## src/rtl/kwdt_pkg.sv

```systemverilog
`timescale 1ns/1ps
package kwdt_pkg;
    localparam int unsigned ADDR_W = 6;
    localparam int unsigned DATA_W = 32;

    localparam logic [ADDR_W-1:0] OFF_CFG  = 6'h00;
    localparam logic [ADDR_W-1:0] OFF_CNT  = 6'h08;
    localparam logic [ADDR_W-1:0] OFF_SCNT = 6'h10;
    localparam logic [ADDR_W-1:0] OFF_FEED = 6'h18;
    localparam logic [ADDR_W-1:0] OFF_KEY  = 6'h1C;
    localparam logic [ADDR_W-1:0] OFF_CMP  = 6'h20;

    localparam logic [DATA_W-1:0] KEY_WORD  = 32'h0051_F15E;
    localparam logic [DATA_W-1:0] FEED_WORD = 32'h0D09_F00D;

    localparam int unsigned B_RSTEN = 8;
    localparam int unsigned B_ZERO  = 9;
    localparam int unsigned B_ALW   = 12;
    localparam int unsigned B_AWAKE = 13;
    localparam int unsigned B_PEND  = 28;

    typedef struct packed {
        logic rst_en;
        logic zero_on_hit;
        logic run_always;
        logic run_awake;
        logic pend;
    } ctl_t;
endpackage

```

## src/rtl/kwdt_regs.sv

```systemverilog
`timescale 1ns/1ps
module kwdt_regs
    import kwdt_pkg::*;
#(
    parameter int unsigned SCALE_W = 4,
    parameter int unsigned CMP_W   = 16,
    parameter int unsigned CNT_W   = 31
) (
    input  logic                clk,
    input  logic                rst_n,
    input  logic                bus_wr,
    input  logic [ADDR_W-1:0]   bus_addr,
    input  logic [DATA_W-1:0]   bus_wdata,
    output logic [DATA_W-1:0]   bus_rdata,
    input  logic                hit,
    input  logic [CNT_W-1:0]    cnt,
    input  logic [CNT_W-1:0]    scaled,
    output ctl_t                ctl,
    output logic [SCALE_W-1:0]  scale,
    output logic [CMP_W-1:0]    cmp,
    output logic                feed_clr,
    output logic                cnt_load,
    output logic [CNT_W-1:0]    cnt_load_val
);
    localparam int unsigned CNT_PAD = DATA_W - CNT_W;
    localparam int unsigned CMP_PAD = DATA_W - CMP_W;

    typedef struct packed {
        logic               armed;
        ctl_t               ctl;
        logic [SCALE_W-1:0] scale;
        logic [CMP_W-1:0]   cmp;
    } st_t;

    st_t  s_d, s_q;
    logic wr_key, wr_ok, cfg_wr;

    always_comb begin
        s_d    = s_q;
        wr_key = bus_wr && (bus_addr == OFF_KEY);
        wr_ok  = bus_wr && !wr_key && s_q.armed;
        cfg_wr = wr_ok && (bus_addr == OFF_CFG);

        if (bus_wr) begin
            s_d.armed = wr_key && (bus_wdata == KEY_WORD);
        end

        s_d.ctl.pend = s_q.ctl.pend | hit;

        if (cfg_wr) begin
            s_d.scale           = bus_wdata[SCALE_W-1:0];
            s_d.ctl.rst_en      = bus_wdata[B_RSTEN];
            s_d.ctl.zero_on_hit = bus_wdata[B_ZERO];
            s_d.ctl.run_always  = bus_wdata[B_ALW];
            s_d.ctl.run_awake   = bus_wdata[B_AWAKE];
            s_d.ctl.pend        = bus_wdata[B_PEND];
        end

        if (wr_ok && (bus_addr == OFF_CMP)) begin
            s_d.cmp = bus_wdata[CMP_W-1:0];
        end
    end

    always_comb begin
        feed_clr     = wr_ok && (bus_addr == OFF_FEED) && (bus_wdata == FEED_WORD);
        cnt_load     = wr_ok && (bus_addr == OFF_CNT);
        cnt_load_val = bus_wdata[CNT_W-1:0];
    end

    always_comb begin
        bus_rdata = '0;
        unique case (bus_addr)
            OFF_CFG: begin
                bus_rdata[SCALE_W-1:0] = s_q.scale;
                bus_rdata[B_RSTEN]     = s_q.ctl.rst_en;
                bus_rdata[B_ZERO]      = s_q.ctl.zero_on_hit;
                bus_rdata[B_ALW]       = s_q.ctl.run_always;
                bus_rdata[B_AWAKE]     = s_q.ctl.run_awake;
                bus_rdata[B_PEND]      = s_q.ctl.pend;
            end
            OFF_CNT:  bus_rdata = {{CNT_PAD{1'b0}}, cnt};
            OFF_SCNT: bus_rdata = {{CNT_PAD{1'b0}}, scaled};
            OFF_CMP:  bus_rdata = {{CMP_PAD{1'b0}}, s_q.cmp};
            default:  bus_rdata = '0;
        endcase
    end

    always_ff @(posedge clk or negedge rst_n) begin
        if (!rst_n) begin
            s_q       <= '0;
            s_q.cmp   <= '1;
        end else begin
            s_q <= s_d;
        end
    end

    assign ctl   = s_q.ctl;
    assign scale = s_q.scale;
    assign cmp   = s_q.cmp;


    relock_chk: assert property (@(posedge clk) disable iff (!rst_n)
        (bus_wr && bus_addr != OFF_KEY) |=> !s_q.armed);


    locked_drop_chk: assert property (@(posedge clk) disable iff (!rst_n)
        (bus_wr && bus_addr == OFF_CMP && !s_q.armed) |=> $stable(s_q.cmp));


    pend_set_chk: assert property (@(posedge clk) disable iff (!rst_n)
        (hit && !cfg_wr) |=> s_q.ctl.pend);


    pend_hold_chk: assert property (@(posedge clk) disable iff (!rst_n)
        (s_q.ctl.pend && !cfg_wr) |=> s_q.ctl.pend);
endmodule

```

## src/rtl/kwdt_counter.sv

```systemverilog
`timescale 1ns/1ps
module kwdt_counter
    import kwdt_pkg::*;
#(
    parameter int unsigned SCALE_W = 4,
    parameter int unsigned CMP_W   = 16,
    parameter int unsigned CNT_W   = 31
) (
    input  logic               clk,
    input  logic               rst_n,
    input  logic               tick,
    input  logic               core_awake,
    input  ctl_t               ctl,
    input  logic [SCALE_W-1:0] scale,
    input  logic [CMP_W-1:0]   cmp,
    input  logic               feed_clr,
    input  logic               cnt_load,
    input  logic [CNT_W-1:0]   cnt_load_val,
    output logic [CNT_W-1:0]   cnt,
    output logic [CNT_W-1:0]   scaled,
    output logic               hit
);
    localparam logic [CNT_W-1:0] CNT_MAX = '1;
    localparam int unsigned      EXT_W   = CNT_W - CMP_W;

    typedef struct packed {
        logic [CNT_W-1:0] cnt;
    } st_t;

    st_t  s_d, s_q;
    logic run;

    always_comb begin
        s_d    = s_q;
        scaled = s_q.cnt >> scale;
        hit    = scaled >= {{EXT_W{1'b0}}, cmp};
        run    = tick && (ctl.run_always || (ctl.run_awake && core_awake));

        if (cnt_load) begin
            s_d.cnt = cnt_load_val;
        end else if (feed_clr || (ctl.zero_on_hit && hit)) begin
            s_d.cnt = '0;
        end else if (run && (s_q.cnt != CNT_MAX)) begin
            s_d.cnt = s_q.cnt + 1'b1;
        end
    end

    always_ff @(posedge clk or negedge rst_n) begin
        if (!rst_n) s_q <= '0;
        else        s_q <= s_d;
    end

    assign cnt = s_q.cnt;


    no_wrap_chk: assert property (@(posedge clk) disable iff (!rst_n)
        (s_q.cnt == CNT_MAX && !cnt_load && !feed_clr && !(ctl.zero_on_hit && hit))
        |=> s_q.cnt == CNT_MAX);


    idle_hold_chk: assert property (@(posedge clk) disable iff (!rst_n)
        (!tick && !cnt_load && !feed_clr && !(ctl.zero_on_hit && hit))
        |=> $stable(s_q.cnt));


    zero_on_hit_chk: assert property (@(posedge clk) disable iff (!rst_n)
        (ctl.zero_on_hit && hit && !cnt_load) |=> s_q.cnt == '0);
endmodule

```

## src/rtl/keyed_wdt.sv

```systemverilog
`timescale 1ns/1ps
module keyed_wdt
    import kwdt_pkg::*;
#(
    parameter int unsigned SCALE_W = 4,
    parameter int unsigned CMP_W   = 16,
    parameter int unsigned CNT_W   = 31
) (
    input  logic        clk,
    input  logic        rst_n,
    input  logic        tick,
    input  logic        core_awake,
    input  logic        bus_wr,
    input  logic [5:0]  bus_addr,
    input  logic [31:0] bus_wdata,
    output logic [31:0] bus_rdata,
    output logic        irq,
    output logic        rst_req
);
    ctl_t               ctl;
    logic [SCALE_W-1:0] scale;
    logic [CMP_W-1:0]   cmp;
    logic               feed_clr, cnt_load, hit;
    logic [CNT_W-1:0]   cnt_load_val, cnt, scaled;

    kwdt_regs #(.SCALE_W(SCALE_W), .CMP_W(CMP_W), .CNT_W(CNT_W)) u_regs (
        .clk(clk), .rst_n(rst_n),
        .bus_wr(bus_wr), .bus_addr(bus_addr), .bus_wdata(bus_wdata), .bus_rdata(bus_rdata),
        .hit(hit), .cnt(cnt), .scaled(scaled),
        .ctl(ctl), .scale(scale), .cmp(cmp),
        .feed_clr(feed_clr), .cnt_load(cnt_load), .cnt_load_val(cnt_load_val)
    );

    kwdt_counter #(.SCALE_W(SCALE_W), .CMP_W(CMP_W), .CNT_W(CNT_W)) u_cnt (
        .clk(clk), .rst_n(rst_n),
        .tick(tick), .core_awake(core_awake),
        .ctl(ctl), .scale(scale), .cmp(cmp),
        .feed_clr(feed_clr), .cnt_load(cnt_load), .cnt_load_val(cnt_load_val),
        .cnt(cnt), .scaled(scaled), .hit(hit)
    );

    assign irq     = ctl.pend;
    assign rst_req = ctl.pend & ctl.rst_en;


    rst_needs_irq_chk: assert property (@(posedge clk) disable iff (!rst_n)
        rst_req |-> irq);
endmodule

```

## config.mk

```make
export PLATFORM = sky130hd
export DESIGN_NAME = keyed_wdt
export DESIGN_NICKNAME = d
export VERILOG_FILES = /design/src/rtl/kwdt_pkg.sv /design/src/rtl/kwdt_regs.sv /design/src/rtl/kwdt_counter.sv /design/src/rtl/keyed_wdt.sv
export SDC_FILE = /design/constraint.sdc
export NUM_CORES = 1
export LEC_CHECK = 0
export CORE_ASPECT_RATIO = 1.4
export CORE_MARGIN = 3
export CORE_UTILIZATION = 56
export DETAILED_ROUTE_END_ITERATION = 6
export PLACE_DENSITY = 0.79
export SYNTH_ARGS = -nofsm -noshare
export SYNTH_HDL_FRONTEND = slang
export SYNTH_HIERARCHICAL = 1
export SYNTH_SLANG_ARGS = --single-unit
```

## constraint.sdc

```tcl
create_clock -name clk -period 9.8 [get_ports clk]
set_input_delay 1.96 -clock clk [delete_from_list [all_inputs] [get_ports clk]]
set_output_delay 1.96 -clock clk [all_outputs]
set_load 0.05 [all_outputs]
```

==> qor.yml, run 1 <==
status: "completed"
htree_levels: 3
dr_total_vias: 6358
setup_violations: 0
holdBufCountCts: 0
rsz0062_at_grt: "false"
cp-end-kind: "output pin"
synth_area_leader_cell: "dfrtp_1"
multi_input_area_um2: 4143
crit_type: "primary input to output pin"
timing.slew.headroom: 0.1211
fillCellCount: 980
fin_cells: 932
synth.most_common_cell: "nand2_1"
core_um2: 11040
startpoint_type: "primary input"
ys_seq_elements: 57
area.sequential_um2: 1448
root_buffer: "clkbuf_16"
fin_nets: 846
cts_tree: "yes"
vias_per_cell: 6.822
worstPathArrival_ps: 5410
place.gp.congestion: 1.002
ioPinCount: 77
drive_gt1_frac: 0.1340
syn_area_per_cell_um2: 7.906
clock-sinks: 57
drtIter0Drc: 629
clock_latency_ps: 330
stdcell_area_um2: 7028
ys_warn_count: 6
fin_setup_tns_ps: 0
groute.usage.overall: 0.3346
wirelength_um: 21340
synth_cells: 812
ys_types: 72
grt_pass1_vias: 5956
async_flop_share: 1.000
die_x_um: 96.49
grt_max_degree: 58
post_cts_resized: 0
clkTransAtPathRegs_ps: 60
skew_ps: 8.112
die_area_um2: 12800
timing.final.crit_period_ps: 7368
synth_edf_count: 0
clock.fmax_mhz: 135.7
drc: 0
ys_seq_area_frac: 0.2253
dpl.cell_count: 916
die_h_um: 132.7
cts_buffers: 9
synth_common_cells: "146 x nand2_1, 57 x buf_4, 46 x nor2_1"
ys.flop_type: "dfrtp_1"
fin_crit_sh: 0.7518
io_buffers: 75
grt_pass1_wl_um: 32650
area_growth_pct: 9.472
rows: 45
routedWlPerCell_um: 22.89
netlist_area_um2: 6420
antenna_found_initial: 0
tightestPinTransition_ps: 1317
ant_nets: 0
grt.overflow.total: 0
synth.area.top_cells: "dfrtp_1 16%, nand2_1 8.5%, buf_4 6.7%"
synth_top_area_frac: 0.1598
cts_max_path_buffers: 2
critPathRequiredTime_ps: 7840
final_hold_viol_count: 0
initial_core_util: 0.5817
power_density_nw_per_um2: 87.20
post_cts_buffers: 0
syn_nets: 872
insertedDiodeCount: 0
slew_violations: 0
first_pass_iters: 7
hpwlAfterDp_um: 15680
placed_area_um2: 6708
ir_drop_v: 0.0001156
hold_class: "register to register"
p_leak_nw: 2.818
cp_max_fo: 31
drv_cap: 0
-- where the power goes --
part / switching [mW] / total, mW / leakage (nW) / internal (mW)
Sequential: 0.00000000000388 / 0.236 / 0.700 / 0.236
Combinational: 0.0216 / 0.0396 / 1.96 / 0.0181
Clock: 0.115 / 0.337 / 0.155 / 0.222
Total: 0.137 / 0.613 / 2.82 / 0.476
-- logic make-up (layout without fill, tap and decap cells) --
kind of cell	after synthesis	in the layout	share of synthesized area
other	1	1	0.0005841
DFF	57	57	0.2253
buffers and inverters	156	135	0.1321
AOI/OAI and AO/OA	204	204	0.2278
xor gates and xnor gates	1	1	0.001365
and+or+nand+nor	301	301	0.2292
adders and majority gates	17	17	0.03313
muxes	75	75	0.1505
-- layer usage --
metal,vias up,track usage,wire [um]
met4,0,0.2075,1522
li1,2869,-,-
met1,3025,0.4242,8131
met3,84,0.05404,1571
met2,380,0.5223,10110
met5,-,0,0
-- final timing paths --
kind | from | endpoint | slack (ps) | cells past startpoint
max reg2reg | u_regs/scale[0]$_DFFE_PN0P_ | u_cnt/cnt[0]$_DFFE_PN0P_ | 4390 | 15
max | bus_addr[1] | bus_rdata[1] | 2430 | 6
min in group asynchronous | rst_n | u_regs/ctl[4]$_DFFE_PN0P_ | 1780 | 2
max in group asynchronous | rst_n | u_regs/scale[0]$_DFFE_PN0P_ | 7500 | 2
min reg2reg | u_regs/s_q[25]$_DFFE_PN0P_ | u_regs/s_q[25]$_DFFE_PN0P_ | 520 | 1
min | u_regs/s_q[25]$_DFFE_PN0P_ | u_regs/s_q[25]$_DFFE_PN0P_ | 520 | 1
-- layout by cell type, fill, tap and decap left out, types with 20 or more instances in the layout --
| cell type | count |
|---|---|
| nor2_1 | 44 |
| mux2i_1 | 29 |
| mux2_2 | 31 |
| a21oi_1 | 32 |
| nor3_1 | 20 |
| nand2_1 | 146 |
| o21ai_0 | 27 |
| clkdlybuf4s50_1 | 74 |
| inv_1 | 34 |
| dfrtp_1 | 40 |
-- registers in the layout, indices dropped and copies added, names as in the netlist --
register,cells
u_cnt/cnt,31
u_regs/scale,4
u_regs/s_q,1
u_regs/cmp,16
u_regs/ctl,5
-- per-stage QoR --
step,utilization,setup WS (ps),power [mW],hold WS (ps)
after global routing,0.6368,2298,0.6305,540.5
after floorplan,-,4214,0.2571,463.5
after global placement,0.6078,2539,0.2790,477.2
after detailed placement,0.6078,2470,0.2791,493.8
after CTS,0.6368,2465,0.6161,509.9
final,0.6368,2432,0.6128,515.3
-- layout make-up --
type | instances | area share
Sequential cell | 57 | 0.2060
Multi-Input combinational cell | 599 | 0.5895
Inverter | 36 | 0.01923
Timing Repair Buffer | 83 | 0.1147
Tap cell | 141 | 0.02510
Clock buffer | 9 | 0.03205
Clock inverter | 7 | 0.01353
-- critical path, cell delays in order --
cell and delay, ps:
clkdlybuf4s50_1 420, or4_1 700, nor2_2 1040, a222oi_1 310
nand2_1 130, clkdlybuf4s50_1 830
No activity file was read; power rests on OpenSTA's default activity.
==> inputs of run 2 (changes only) <==
==> constraint.sdc (replaced) <==
create_clock -name clk -period 7.55 [get_ports clk]
set_input_delay 1.51 -clock clk [delete_from_list [all_inputs] [get_ports clk]]
set_output_delay 1.51 -clock clk [all_outputs]
set_load 0.05 [all_outputs]
==> run 2 against run 1 <==
- routed wire length rose by 0.25%
- first-iteration DRC count rose by 12%
- critical path type unchanged
- sequential share of layout area barely moved
- clock skew rose by 1.4 ps
- combinational power rose by 32%
- non-clock buffer count rose by 2
==> qor.yml, run 2 (synthesis gave the netlist of run 1 again) <==
clock-sinks: 57  # unchanged
placed_area_um2: 6723  # +0.22%
power_density_nw_per_um2: 109.9  # +26%
core_um2: 11040  # unchanged
cp-end-kind: "output pin"
grt.overflow.total: 0  # unchanged
final_hold_viol_count: 0  # unchanged
tightestPinTransition_ps: 1261  # -55.51 ps
ant_nets: 0  # unchanged
vias_per_cell: 6.938  # +1.7%
htree_levels: 3  # unchanged
setup_violations: 0  # unchanged
layout_common_cells: "146 x nand2_1, 74 x clkdlybuf4s50_1, 44 x nor2_1, 40 x dfrtp_1, 34 x inv_1"
die_h_um: 132.7  # unchanged
ir_drop_v: 0.0001466  # +27%
die_x_um: 96.49  # unchanged
p_leak_nw: 2.820  # about the same
crit_type: "primary input to output pin"
dr_total_vias: 6480  # +1.9%
stdcell_area_um2: 7029  # about the same
clock.fmax_mhz: 160.0
root_buffer: "clkbuf_16"
finalPower_uw: 772.2  # +26%
final_common_cell: "nand2_1"
timing.final.crit_period_ps: 6248
worstPathArrival_ps: 4740  # -670 ps
cp_max_fo: 20  # -35%
post-place-ws_ps: 1358  # -1112 ps
clkTransAtPathRegs_ps: 50  # about the same
wirelength_um: 21390  # +0.25%
grt_pass1_wl_um: 32780  # +0.38%
initial_core_util: 0.5817  # unchanged
post_cts_resized: 0  # unchanged
routedWlPerCell_um: 22.90  # about the same
ioPinCount: 77  # unchanged
die_area_um2: 12800  # unchanged
skew_ps: 9.463  # +1.351 ps
final_core_util: 0.6370  # about the same
groute.usage.overall: 0.3353  # +0.0006165
slew_violations: 0  # unchanged
critPathRequiredTime_ps: 6040  # -1800 ps
fin_ws_ps: 1302  # -1130 ps
place.gp.congestion: 0.9810  # -2.1%
grt_max_degree: 58  # unchanged
area_growth_pct: 9.491  # about the same
grt_pass1_vias: 6144  # +3.2%
drive_gt1_frac: 0.1362  # +0.002184
drtIter0Drc: 702  # +12%
cts_max_path_buffers: 2  # unchanged
r2r_setup_slack_ps: 2040  # -2350 ps
drv_cap: 0  # unchanged
antenna_found_initial: 0  # unchanged
fin_nets: 848  # +0.24%
holdBufCountCts: 0  # unchanged
cts_buffers: 9  # unchanged
startpoint_type: "primary input"
cts_tree: "yes"
fin_setup_tns_ps: 0  # unchanged
rows: 45  # unchanged
first_pass_iters: 6  # -1
fin_crit_sh: 0.8276
reg2reg_depth: 14  # -1
largest_reg_flops: 31  # unchanged
fillCellCount: 968  # -1.2%
clock_latency_ps: 340  # about the same
post_cts_buffers: 0  # unchanged
timing.slew.headroom: 0.1590  # +0.03795
rsz0062_at_grt: "false"
hold_class: "register to register"
hpwlAfterDp_um: 15520  # -1.0%
drc: 0  # unchanged
io_buffers: 75  # unchanged
status: "completed"
insertedDiodeCount: 0  # unchanged
worstHoldPathCells: 1  # unchanged
-- run 2: cell types whose count changed in the layout (fill, tap and decap cells not counted) --
cell	delta
buf_4	+2
bufinv_16	-1
clkinv_2	-2
clkinv_4	+3
-- run 2: metal layers --
layer / track usage / wire, um
met3: 0.05745 / 1776
met4: 0.1849 / 1239
met5: 0 / 0
met1: 0.4088 / 7713
met2: 0.5495 / 10660
-- run 2: worst max-delay path, cell delays in order --
cell	delay, ps
clkdlybuf4s50_1	430
or4b_2	750
nor2_2	790
buf_4	290
a22o_1	150
clkdlybuf4s50_1	800
-- run 2: metrics by stage --
stage / hold slack [ps] / instances
6_report: 523.3 / 934
2_1_floorplan: 463.5 / 812
3_3_place_gp: 483.2 / 918
5_1_grt: 534.9 / 934
4_1_cts: 523.9 / 934
3_5_place_dp: 511.4 / 918
-- run 2: layout make-up --
type,count,area (um2),area share
clock inverters,7,81.33,0.01157
clock buffers,9,225.2,0.03204
multi-input cells,599,4143,0.5894
repair buffers,85,820.8,0.1168
flip-flops and latches,57,1448,0.2059
well taps,141,176.4,0.02510
inverters,36,135.1,0.01922
-- run 2: worst paths after layout --
path                                              from                          end
setup / recovery                           bus_addr[1]                bus_rdata[18]
hold / removal              u_regs/s_q[25]$_DFFE_PN0P_   u_regs/s_q[25]$_DFFE_PN0P_
setup reg to reg           u_regs/scale[0]$_DFFE_PN0P_     u_cnt/cnt[0]$_DFFE_PN0P_
hold reg to reg             u_regs/s_q[25]$_DFFE_PN0P_   u_regs/s_q[25]$_DFFE_PN0P_
max in group asynchronous                        rst_n  u_regs/scale[0]$_DFFE_PN0P_
min in group asynchronous                        rst_n    u_regs/ctl[4]$_DFFE_PN0P_
-- run 2: report_power, final --
group | switching [mW] | leakage (nW) | internal [mW]
sequential | 0.00000000000601 | 0.700 | 0.306
clock | 0.156 | 0.146 | 0.258
combinational | 0.0287 | 1.97 | 0.0236
total | 0.185 | 2.82 | 0.587
